## src/rtl/mseq_pkg.sv

```systemverilog
package mseq_pkg;

  typedef enum logic [1:0] {ALU_ADD = 2'd0, ALU_SUB = 2'd1, ALU_FUNC = 2'd2, ALU_PASS = 2'd3} alu_e;
  typedef enum logic       {S1_PC = 1'b0, S1_REGA = 1'b1} src1_e;
  typedef enum logic [1:0] {S2_REGB = 2'd0, S2_FOUR = 2'd1, S2_IMM = 2'd2, S2_IMMSH = 2'd3} src2_e;
  typedef enum logic [1:0] {RG_IDLE = 2'd0, RG_READ = 2'd1, RG_WR_ALU = 2'd2, RG_WR_MDR = 2'd3} reg_e;
  typedef enum logic [1:0] {MM_IDLE = 2'd0, MM_RD_PC = 2'd1, MM_RD_ALU = 2'd2, MM_WR_ALU = 2'd3} mem_e;
  typedef enum logic [1:0] {PC_HOLD = 2'd0, PC_ALU = 2'd1, PC_COND = 2'd2, PC_JUMP = 2'd3} pc_e;
  typedef enum logic [1:0] {SQ_NEXT = 2'd0, SQ_DISP1 = 2'd1, SQ_DISP2 = 2'd2, SQ_FETCH = 2'd3} seq_e;

  typedef struct packed {
    alu_e  alu;
    src1_e s1;
    src2_e s2;
    reg_e  rg;
    mem_e  mm;
    pc_e   pc;
    seq_e  sq;
  } uword_t;

  // Microaddress map; dispatch targets depend on these positions.
  localparam int unsigned UA_FETCH  = 0;
  localparam int unsigned UA_DECODE = 1;
  localparam int unsigned UA_MADDR  = 2;
  localparam int unsigned UA_LDRD   = 3;
  localparam int unsigned UA_LDWB   = 4;
  localparam int unsigned UA_ST     = 5;
  localparam int unsigned UA_REXE   = 6;
  localparam int unsigned UA_RWB    = 7;
  localparam int unsigned UA_BR     = 8;
  localparam int unsigned UA_JMP    = 9;
  localparam int unsigned UA_USED   = 10;

  // Opcode values used by the dispatch tables.
  localparam int unsigned OPV_RTYPE = 'h00;
  localparam int unsigned OPV_JUMP  = 'h02;
  localparam int unsigned OPV_BR    = 'h04;
  localparam int unsigned OPV_LOAD  = 'h23;
  localparam int unsigned OPV_STORE = 'h2B;

  function automatic uword_t mk_word(alu_e a, src1_e s1, src2_e s2, reg_e r,
                                     mem_e m, pc_e p, seq_e q);
    uword_t w;
    w.alu = a;
    w.s1  = s1;
    w.s2  = s2;
    w.rg  = r;
    w.mm  = m;
    w.pc  = p;
    w.sq  = q;
    return w;
  endfunction

  // Control store contents, computed per address.
  function automatic uword_t uword_at(int unsigned a);
    uword_t w;
    case (a)
      UA_FETCH:  w = mk_word(ALU_ADD,  S1_PC,   S2_FOUR,  RG_IDLE,   MM_RD_PC,  PC_ALU,  SQ_NEXT);
      UA_DECODE: w = mk_word(ALU_ADD,  S1_PC,   S2_IMMSH, RG_READ,   MM_IDLE,   PC_HOLD, SQ_DISP1);
      UA_MADDR:  w = mk_word(ALU_ADD,  S1_REGA, S2_IMM,   RG_IDLE,   MM_IDLE,   PC_HOLD, SQ_DISP2);
      UA_LDRD:   w = mk_word(ALU_ADD,  S1_PC,   S2_REGB,  RG_IDLE,   MM_RD_ALU, PC_HOLD, SQ_NEXT);
      UA_LDWB:   w = mk_word(ALU_ADD,  S1_PC,   S2_REGB,  RG_WR_MDR, MM_IDLE,   PC_HOLD, SQ_FETCH);
      UA_ST:     w = mk_word(ALU_ADD,  S1_PC,   S2_REGB,  RG_IDLE,   MM_WR_ALU, PC_HOLD, SQ_FETCH);
      UA_REXE:   w = mk_word(ALU_FUNC, S1_REGA, S2_REGB,  RG_IDLE,   MM_IDLE,   PC_HOLD, SQ_NEXT);
      UA_RWB:    w = mk_word(ALU_ADD,  S1_PC,   S2_REGB,  RG_WR_ALU, MM_IDLE,   PC_HOLD, SQ_FETCH);
      UA_BR:     w = mk_word(ALU_SUB,  S1_REGA, S2_REGB,  RG_IDLE,   MM_IDLE,   PC_COND, SQ_FETCH);
      UA_JMP:    w = mk_word(ALU_ADD,  S1_PC,   S2_REGB,  RG_IDLE,   MM_IDLE,   PC_JUMP, SQ_FETCH);
      default:   w = mk_word(ALU_ADD,  S1_PC,   S2_REGB,  RG_IDLE,   MM_IDLE,   PC_HOLD, SQ_FETCH);
    endcase
    return w;
  endfunction

endpackage

```

## src/rtl/mseq_store.sv

```systemverilog
module mseq_store
  import mseq_pkg::*;
#(
  parameter int AW = 4
) (
  input  logic [AW-1:0] addr,
  output uword_t        word
);
  localparam int DEPTH = 2 ** AW;

  uword_t rom [DEPTH];

  for (genvar a = 0; a < DEPTH; a++) begin : g_rom
    assign rom[a] = uword_at(a);
  end

  assign word = rom[addr];

  initial begin
    assert (DEPTH >= UA_USED) else $error("control store too small for its map");
  end
endmodule

```

## src/rtl/mseq_dispatch.sv

```systemverilog
module mseq_dispatch #(
  parameter int AW  = 4,
  parameter int OPW = 6
) (
  input  logic [OPW-1:0] opcode,
  output logic [AW-1:0]  t1_addr,
  output logic           t1_hit,
  output logic [AW-1:0]  t2_addr,
  output logic           t2_hit
);
  import mseq_pkg::*;

  localparam logic [OPW-1:0] OP_R  = OPW'(OPV_RTYPE);
  localparam logic [OPW-1:0] OP_J  = OPW'(OPV_JUMP);
  localparam logic [OPW-1:0] OP_B  = OPW'(OPV_BR);
  localparam logic [OPW-1:0] OP_LD = OPW'(OPV_LOAD);
  localparam logic [OPW-1:0] OP_ST = OPW'(OPV_STORE);

  // Table 1: class entry point, {hit, address}.
  function automatic logic [AW:0] table1(logic [OPW-1:0] op);
    case (op)
      OP_LD, OP_ST: return {1'b1, AW'(UA_MADDR)};
      OP_R:         return {1'b1, AW'(UA_REXE)};
      OP_B:         return {1'b1, AW'(UA_BR)};
      OP_J:         return {1'b1, AW'(UA_JMP)};
      default:      return {1'b0, AW'(UA_FETCH)};
    endcase
  endfunction

  // Table 2: load or store path, {hit, address}.
  function automatic logic [AW:0] table2(logic [OPW-1:0] op);
    case (op)
      OP_LD:   return {1'b1, AW'(UA_LDRD)};
      OP_ST:   return {1'b1, AW'(UA_ST)};
      default: return {1'b0, AW'(UA_FETCH)};
    endcase
  endfunction

  assign {t1_hit, t1_addr} = table1(opcode);
  assign {t2_hit, t2_addr} = table2(opcode);
endmodule

```

## src/rtl/mseq_next.sv

```systemverilog
module mseq_next
  import mseq_pkg::*;
#(
  parameter int AW = 4
) (
  input  logic          clk,
  input  logic          rst_n,
  input  seq_e          seq,
  input  logic [AW-1:0] t1_addr,
  input  logic          t1_hit,
  input  logic [AW-1:0] t2_addr,
  input  logic          t2_hit,
  output logic [AW-1:0] upc,
  output logic          miss
);
  logic [AW-1:0] upc_nx;
  logic          is_disp;

  assign is_disp = (seq == SQ_DISP1) || (seq == SQ_DISP2);

  always_comb begin
    miss   = 1'b0;
    upc_nx = AW'(UA_FETCH);
    case (seq)
      SQ_NEXT:  upc_nx = upc + AW'(1);
      SQ_DISP1: begin
        miss   = !t1_hit;
        upc_nx = t1_hit ? t1_addr : AW'(UA_FETCH);
      end
      SQ_DISP2: begin
        miss   = !t2_hit;
        upc_nx = t2_hit ? t2_addr : AW'(UA_FETCH);
      end
      default:  upc_nx = AW'(UA_FETCH);
    endcase
  end

  always_ff @(posedge clk or negedge rst_n) begin
    if (!rst_n) upc <= AW'(UA_FETCH);
    else        upc <= upc_nx;
  end

  // step field advances by one
  a_r2_step: assert property (@(posedge clk) disable iff (!rst_n)
    (seq == SQ_NEXT) |=> (upc == $past(upc) + AW'(1)));

  // return field goes to fetch
  a_r9_return: assert property (@(posedge clk) disable iff (!rst_n)
    (seq == SQ_FETCH) |=> (upc == AW'(UA_FETCH)));

  // a miss only in a dispatch cycle, and it lands on fetch
  a_r10_miss_disp: assert property (@(posedge clk) disable iff (!rst_n)
    miss |-> is_disp);
  a_r10_miss_fetch: assert property (@(posedge clk) disable iff (!rst_n)
    miss |=> (upc == AW'(UA_FETCH)));

  // a table 1 hit follows the table
  a_r3_disp1: assert property (@(posedge clk) disable iff (!rst_n)
    (seq == SQ_DISP1 && t1_hit) |=> (upc == $past(t1_addr)));

  // table 2 only reaches the load or store entry
  a_r4_disp2: assert property (@(posedge clk) disable iff (!rst_n)
    (seq == SQ_DISP2 && t2_hit) |=> (upc == AW'(UA_LDRD) || upc == AW'(UA_ST)));
endmodule

```

## src/rtl/mseq_ctrl.sv

```systemverilog
module mseq_ctrl
  import mseq_pkg::*;
#(
  parameter int AW  = 4,
  parameter int OPW = 6
) (
  input  logic           clk,
  input  logic           rst_n,
  input  logic [OPW-1:0] opcode,
  output logic [1:0]     alu_op,
  output logic           src1_sel,
  output logic [1:0]     src2_sel,
  output logic [1:0]     reg_act,
  output logic [1:0]     mem_act,
  output logic [1:0]     pc_act,
  output logic [AW-1:0]  upc,
  output logic           illegal_op
);
  uword_t        word;
  logic [AW-1:0] t1_addr, t2_addr;
  logic          t1_hit, t2_hit;

  mseq_store #(.AW(AW)) u_store (
    .addr (upc),
    .word (word)
  );

  mseq_dispatch #(.AW(AW), .OPW(OPW)) u_disp (
    .opcode  (opcode),
    .t1_addr (t1_addr),
    .t1_hit  (t1_hit),
    .t2_addr (t2_addr),
    .t2_hit  (t2_hit)
  );

  mseq_next #(.AW(AW)) u_next (
    .clk     (clk),
    .rst_n   (rst_n),
    .seq     (word.sq),
    .t1_addr (t1_addr),
    .t1_hit  (t1_hit),
    .t2_addr (t2_addr),
    .t2_hit  (t2_hit),
    .upc     (upc),
    .miss    (illegal_op)
  );

  assign alu_op   = word.alu;
  assign src1_sel = word.s1;
  assign src2_sel = word.s2;
  assign reg_act  = word.rg;
  assign mem_act  = word.mm;
  assign pc_act   = word.pc;

  // first cycle after reset is the fetch word
  a_r1_reset: assert property (@(posedge clk) disable iff (!rst_n)
    $past(!rst_n) |-> (upc == AW'(UA_FETCH)));

  // the fetch address reads memory at PC and writes PC
  a_r2_fetch: assert property (@(posedge clk) disable iff (!rst_n)
    (upc == AW'(UA_FETCH)) |-> (mem_act == 2'd1 && pc_act == 2'd1 && !illegal_op));

  // illegal flag never holds two cycles
  a_r10_one_cycle: assert property (@(posedge clk) disable iff (!rst_n)
    illegal_op |=> !illegal_op);
endmodule

```

## config.mk

```make
export PLATFORM = sky130hd
export DESIGN_NAME = mseq_ctrl
export DESIGN_NICKNAME = d
export VERILOG_FILES = /design/src/rtl/mseq_pkg.sv /design/src/rtl/mseq_store.sv /design/src/rtl/mseq_dispatch.sv /design/src/rtl/mseq_next.sv /design/src/rtl/mseq_ctrl.sv
export SDC_FILE = /design/constraint.sdc
export NUM_CORES = 1
export LEC_CHECK = 0
export BUFFER_PORTS_ARGS = -buffer_cell sky130_fd_sc_hd__buf_2
export CAP_MARGIN = 0
export CORE_AREA = 2 2 39 41
export CTS_CLUSTER_SIZE = 40
export DETAILED_ROUTE_END_ITERATION = 16
export DIE_AREA = 0 0 41 43
export PLACE_DENSITY = 0.72
export REMOVE_ABC_BUFFERS = 1
export SLEW_MARGIN = 10
export SYNTH_ARGS = -nofsm -noshare
export SYNTH_HDL_FRONTEND = slang
export SYNTH_SLANG_ARGS = --single-unit
```

## constraint.sdc

```tcl
create_clock -name clk -period 3.15 [get_ports clk]
set_input_delay 0 -clock clk [delete_from_list [all_inputs] [get_ports clk]]
set_output_delay 0 -clock clk [all_outputs]
set_load 0.01 [all_outputs]
```

* After elaboration in Yosys (flattened, before gate mapping)
Memory sizes are Yosys's and may differ from the RTL's. Cells that the tools add are included.
Operators by class: $add $sub $neg 1, reductions and logical operators 5, muxes and demuxes 8, bitwise gates (word level) 1, equal/unequal tests 6, order comparisons 1
Operators by type and width (count):
- 13-bit two-way mux | 2
- 5-bit case mux with 4 select lines | 1
- 6-bit equality test (second input constant) | 2
- 4-bit case mux with 3 select lines | 1
- 5-bit case mux with 2 select lines | 1
- 4-bit two-way mux | 2
- 6-bit by 2-bit equality test with 1-bit output (second input constant) | 1
- 6-bit by 3-bit equality test with 1-bit output (second input constant) | 1
- 6-bit logical NOT | 1
- 5-bit >= comparator (second input constant) | 1
- 4-bit inverter with 5-bit output | 1
- 4-bit by 1-bit adder with 4-bit output (second input constant) | 1
- 2-bit by 1-bit equality test with 1-bit output (second input constant) | 1
- 2-bit equality test (second input constant) | 1
- 1-bit logical NOT | 2
- 2-bit logical NOT | 1
- 1-bit case mux with 2 select lines | 1
- 2-bit OR reduction | 1
Storage, ports and cells: memories 1, input bits 8, memory bits (read-only) 208, register bits 4
Memories:
- (no name shown) | words 16, width 13, rd ports 1, clocked after memory_dff 0, write ports 0, line mseq_store.sv:17 | assign word = rom[addr];

* Logic depth before layout (Yosys ltp)
word-level depth 6, mapped depth 9, gate-level depth less buffers 9

* Modules after synthesis
A second synthesis with hierarchy kept.
Second synthesis, totals: cell total of the unflattened synthesis 87, area total of the unflattened synthesis 719.4 um^2
Modules (own cells, without submodules):
- mseq_next | instances 1, area an instance 324.1 um^2, cells each 34, seq. area each 100.1 um^2
- mseq_store | instances 1, area an instance 245.2 um^2, cells each 32, seq. area each 0.0 um^2
- mseq_dispatch | instances 1, area an instance 150.1 um^2, cells each 21, seq. area each 0.0 um^2

* Least setup slack after synthesis
No wires, ideal clock.
kind register -> register, start reg u_next.upc[0], end reg u_next.upc[1], arrival time 1.673 ns, cell stages (with the launch flop) 10, path slack 1.352 ns, data required time 3.024 ns, clock period less this slack 1.798 ns, setup time 0.126 ns, cell sequence dfrtp_1 inv_1 ha_1 nand2_1 o21ai_0 and2_1 ha_1 and2b_1 a32oi_1 a21oi_1
Between the ends: cells in the longest elaborated chain, start to end 6, elaborated cells on any way between the ends 9
Ends and longest elaborated chain:
- start: declaration | line mseq_next.sv:13 | output logic [AW-1:0] upc,
- start signal: assignment | line mseq_next.sv:39 | if (!rst_n) upc <= AW'(UA_FETCH);
- start signal: assignment | line mseq_next.sv:40 | else upc <= upc_nx;
- 4-bit inverter with 5-bit output (not written as such) | line mseq_store.sv:17
- memory 16 x 13 bit
- 13-bit two-way mux (not written as such) (2 in series) | line mseq_store.sv:17
- 2-bit equality test (tied with other cells)
- 4-bit case mux with 3 select lines * | line mseq_next.sv:24 | case (seq)
- named net u_next.upc_nx[1] | line mseq_next.sv:16 | logic [AW-1:0] upc_nx;
The timed path passes the listed nets; every way through them passes the cells marked *. The select of a mux whose other input is x is not followed.

* Worst setup path in the final report
start reg u_next.upc[0], end out illegal_op
Between the ends: cells in the longest elaborated chain, start to end 6, elaborated cells on any way between the ends 7
Ends and longest elaborated chain:
- 4-bit inverter with 5-bit output (not written as such) * | line mseq_store.sv:17
- memory 16 x 13 bit *
- 13-bit two-way mux (not written as such) * (2 in series) | line mseq_store.sv:17
- 2-bit equality test / 2-bit by 1-bit equality test with 1-bit output (equally long branches)
- 1-bit case mux with 2 select lines * | line mseq_next.sv:24
- end: declaration | line mseq_ctrl.sv:17 | output logic illegal_op
Mark *: on every way between the ends. The rest lies on a longest branch, timed or not. The select of a mux whose other input is x is not followed.

==> key figures <==
Global route
  • Gr ovfl total: 0
  • First-pass GRT wire length: 1850 um
  • Vias in the first global route: 469
  • Largest net degree at the start of global routing: 17
  • Antenna violations before repair: 0
  • Total GRT Usage: 0.145

Detailed routing
  • Total wire length: 1220 um
  • Remaining DRCs: 0
  • Antenna-violating nets left: 0
  • Via Count: 573
  • Drt first pass iters: 4
  • Vias per cell: 5.26
  • Initial drt markers: 13
  • WL/cell: 11.2 um

Synthesis
  • Post-synth EDFFs: 0
  • Leading area contributor after synthesis: ha_1
  • Mapped cell area: 556 um2
  • Seq/Total Area, Yosys: 0.180
  • Area fraction of the dominant cell type after synthesis: 0.203
  • Syn_area_per_cell: 8.17 um2
  • Post-synthesis cell type count: 31
  • Post-Synthesis Cells: 68
  • Synth Register Bits: 4
  • Async SR Flop Fraction: 1.00
  • Synth area leaders: ha_1 (20%), dfrtp_1 (18%), nand2b_1 (4.5%)
  • YS warnings: 0
  • Main synth FF type: dfrtp_1

Layout
  • Area Overhead vs Synth: 27.9%
  • Largest register by flop count: u_next.upc
  • Fin nets: 112
  • Number of flip-flops in the largest register: 4
  • Most frequent cells in the layout: buf_2 (23), ha_1 (9), nand2_1 (5)
  • Fraction of layout instances using a drive strength above 1: 0.323
  • Final instance area: 711 um2
  • Post-layout util: 0.514
  • Multi-input logic area: 432 um2
  • Fillers: 150
  • Largest registers: u_next.upc (4)
  • # diodes: 0
  • Commonest non-fill, non-tap cell in the layout: buf_2
  • Register area: 100 um2

STA
  • Crit share post-route: 0.676
  • Max Slew Vio Count: 0
  • Setup-failing EPs final: 0
  • Final setup TNS: 0 ns
  • Slew Limit Headroom: 0.711
  • RSZ-0062 raised after global routing: no
  • Max Freq: 0.470 GHz
  • Final min period: 2.13 ns
  • Final hold violations: 0
  • Worst-Margin Slew: 0.433 ns
  • Final Skew: 0.00430 ns

Clock tree
  • Clock Latency Late Sink: 0.23 ns
  • Clock root cell: clkbuf_4
  • TritonCTS clock tree: yes
  • Clock buffer depth: 2
  • Clock Sinks: 4
  • H-tree Lvls: 1
  • Total CTS buffers: 3
  • Clock slew at the register clock pins of the worst setup and hold paths: 0.04 ns

Worst setup path
  • Setup crit end kind: output pin
  • Crit-path max FO: 5
  • Setup Crit Path Kind: flop to output pin
  • Critical path data arrival time: 2.13 ns
  • Setup crit start kind: flop
  • Required @ worst endpoint: 3.15 ns

Floorplanning
  • Die Ht: 43 um
  • Die width: 41 um
  • Die area: 1760 um2
  • Initial Utilization: 0.401
  • Core ar.: 1380 um2
  • Row count: 14
  • I/O pin cnt: 24

Pwr
  • Pwr dens: 911 nW/um2
  • Share of total power in combinational logic: 0.741
  • Final total power: 0.648 mW
  • LEAKAGE: 0.370 nW
  • Internal: 0.330 mW
  • Peak VDD IR: 0.465 mV
  • P_sw: 0.318 mW
  • Clock network fraction of design power: 0.093
  • Sw frac: 0.491
  • Seq pwr share: 0.166

Outcome
  • Status: finished clean

Worst hold path
  • Hold crit path type: primary input to async pin

Place
  • Post-DP HPWL: 993 um
  • GP Congestion: 0.727
  • Port Buffers: 23
  • Post-DP Area: 678 um2

Job
  • Max_cap viols: 0
## routing by layer
layer,vias to the layer above,share of wire,global-route usage
li1,295,-,-
met2,22,0.47,0.247
met1,256,0.47,0.184
met4,0,0,0.0600
met5,-,0,0
met3,0,0.053,0
## critical path, stage by stage, from the launching register on
cell,delay [ns]
dfrtp_1,0.41
inv_1,0.11
ha_1,0.24
o21ai_0,0.20
and2_1,0.18
ha_1,0.21
a31oi_1,0.10
a221oi_1,0.28
buf_2,0.17
## path summary, 6_finish.rpt
check	slack, ns	endpoint	depth (start not counted)	start
setup / recovery	1.02	illegal_op	8	u_next.upc[0]$_DFF_PN0_
hold / removal	0.10	u_next.upc[1]$_DFF_PN0_	2	rst_n
min in group clk	0.11	u_next.upc[2]$_DFF_PN0_	3	opcode[3]
max in group asynchronous	2.93	u_next.upc[2]$_DFF_PN0_	2	rst_n
hold reg to reg	0.73	u_next.upc[0]$_DFF_PN0_	3	u_next.upc[0]$_DFF_PN0_
setup reg to reg	1.16	u_next.upc[0]$_DFF_PN0_	8	u_next.upc[0]$_DFF_PN0_
## cells in the mapped netlist, types with 2 or more instances
master	n
dfrtp_1	4
a21oi_1	4
nand2b_1	4
inv_1	2
nor3_1	3
o21ai_0	4
ha_1	9
nor3b_1	2
a31oi_1	2
nor2_1	4
nand2_1	5
xor2_1	2
and2_1	2
mux2i_1	2
nand3_1	3
## power groups by stage
| stage | Combinational, mW | Clock (mW) | Sequential, mW |
|---|---|---|---|
| after floorplan | 0.319 | 0 | 0.109 |
| after global placement | 0.475 | 0 | 0.107 |
| after detailed placement | 0.479 | 0 | 0.109 |
| after CTS | 0.484 | 0.0628 | 0.109 |
| after global routing | 0.539 | 0.0666 | 0.112 |
| final | 0.480 | 0.0602 | 0.108 |
## what timing repair did
action | CTS | global route
buffers inserted | 0 | 0
endpoints found under the hold margin | 4 | 0
hold buffers | 1 | 0
resized for setup | 0 | 0
## logic make-up after synthesis
logic type                 synth area share
muxes                                0.0360
DFF                                   0.180
adders and majority gates             0.203
and+or+nand+nor                       0.338
xor gates and xnor gates             0.0473
buffers and inverters                0.0428
AOI/OAI and AO/OA                     0.153
## area by class of cell
| cell class | count | area share |
|---|---|---|
| well taps | 16 | 0.0282 |
| multi-input cells | 59 | 0.607 |
| inverters | 3 | 0.0158 |
| clock buffers | 3 | 0.0317 |
| flip-flops and latches | 4 | 0.141 |
| repair buffers | 24 | 0.176 |
## per-stage QoR
stage / cells / setup WS (ns) / hold slack (ns)
finish: 109 / 1.02 / 0.102
global route: 109 / 0.855 / 0.109
CTS: 109 / 0.985 / 0.0943
detailed placement: 105 / 1.17 / -0.194
global placement: 105 / 1.20 / -0.196
floorplan: 66 / 1.33 / -0.296
(Power assumes the default switching activity.)
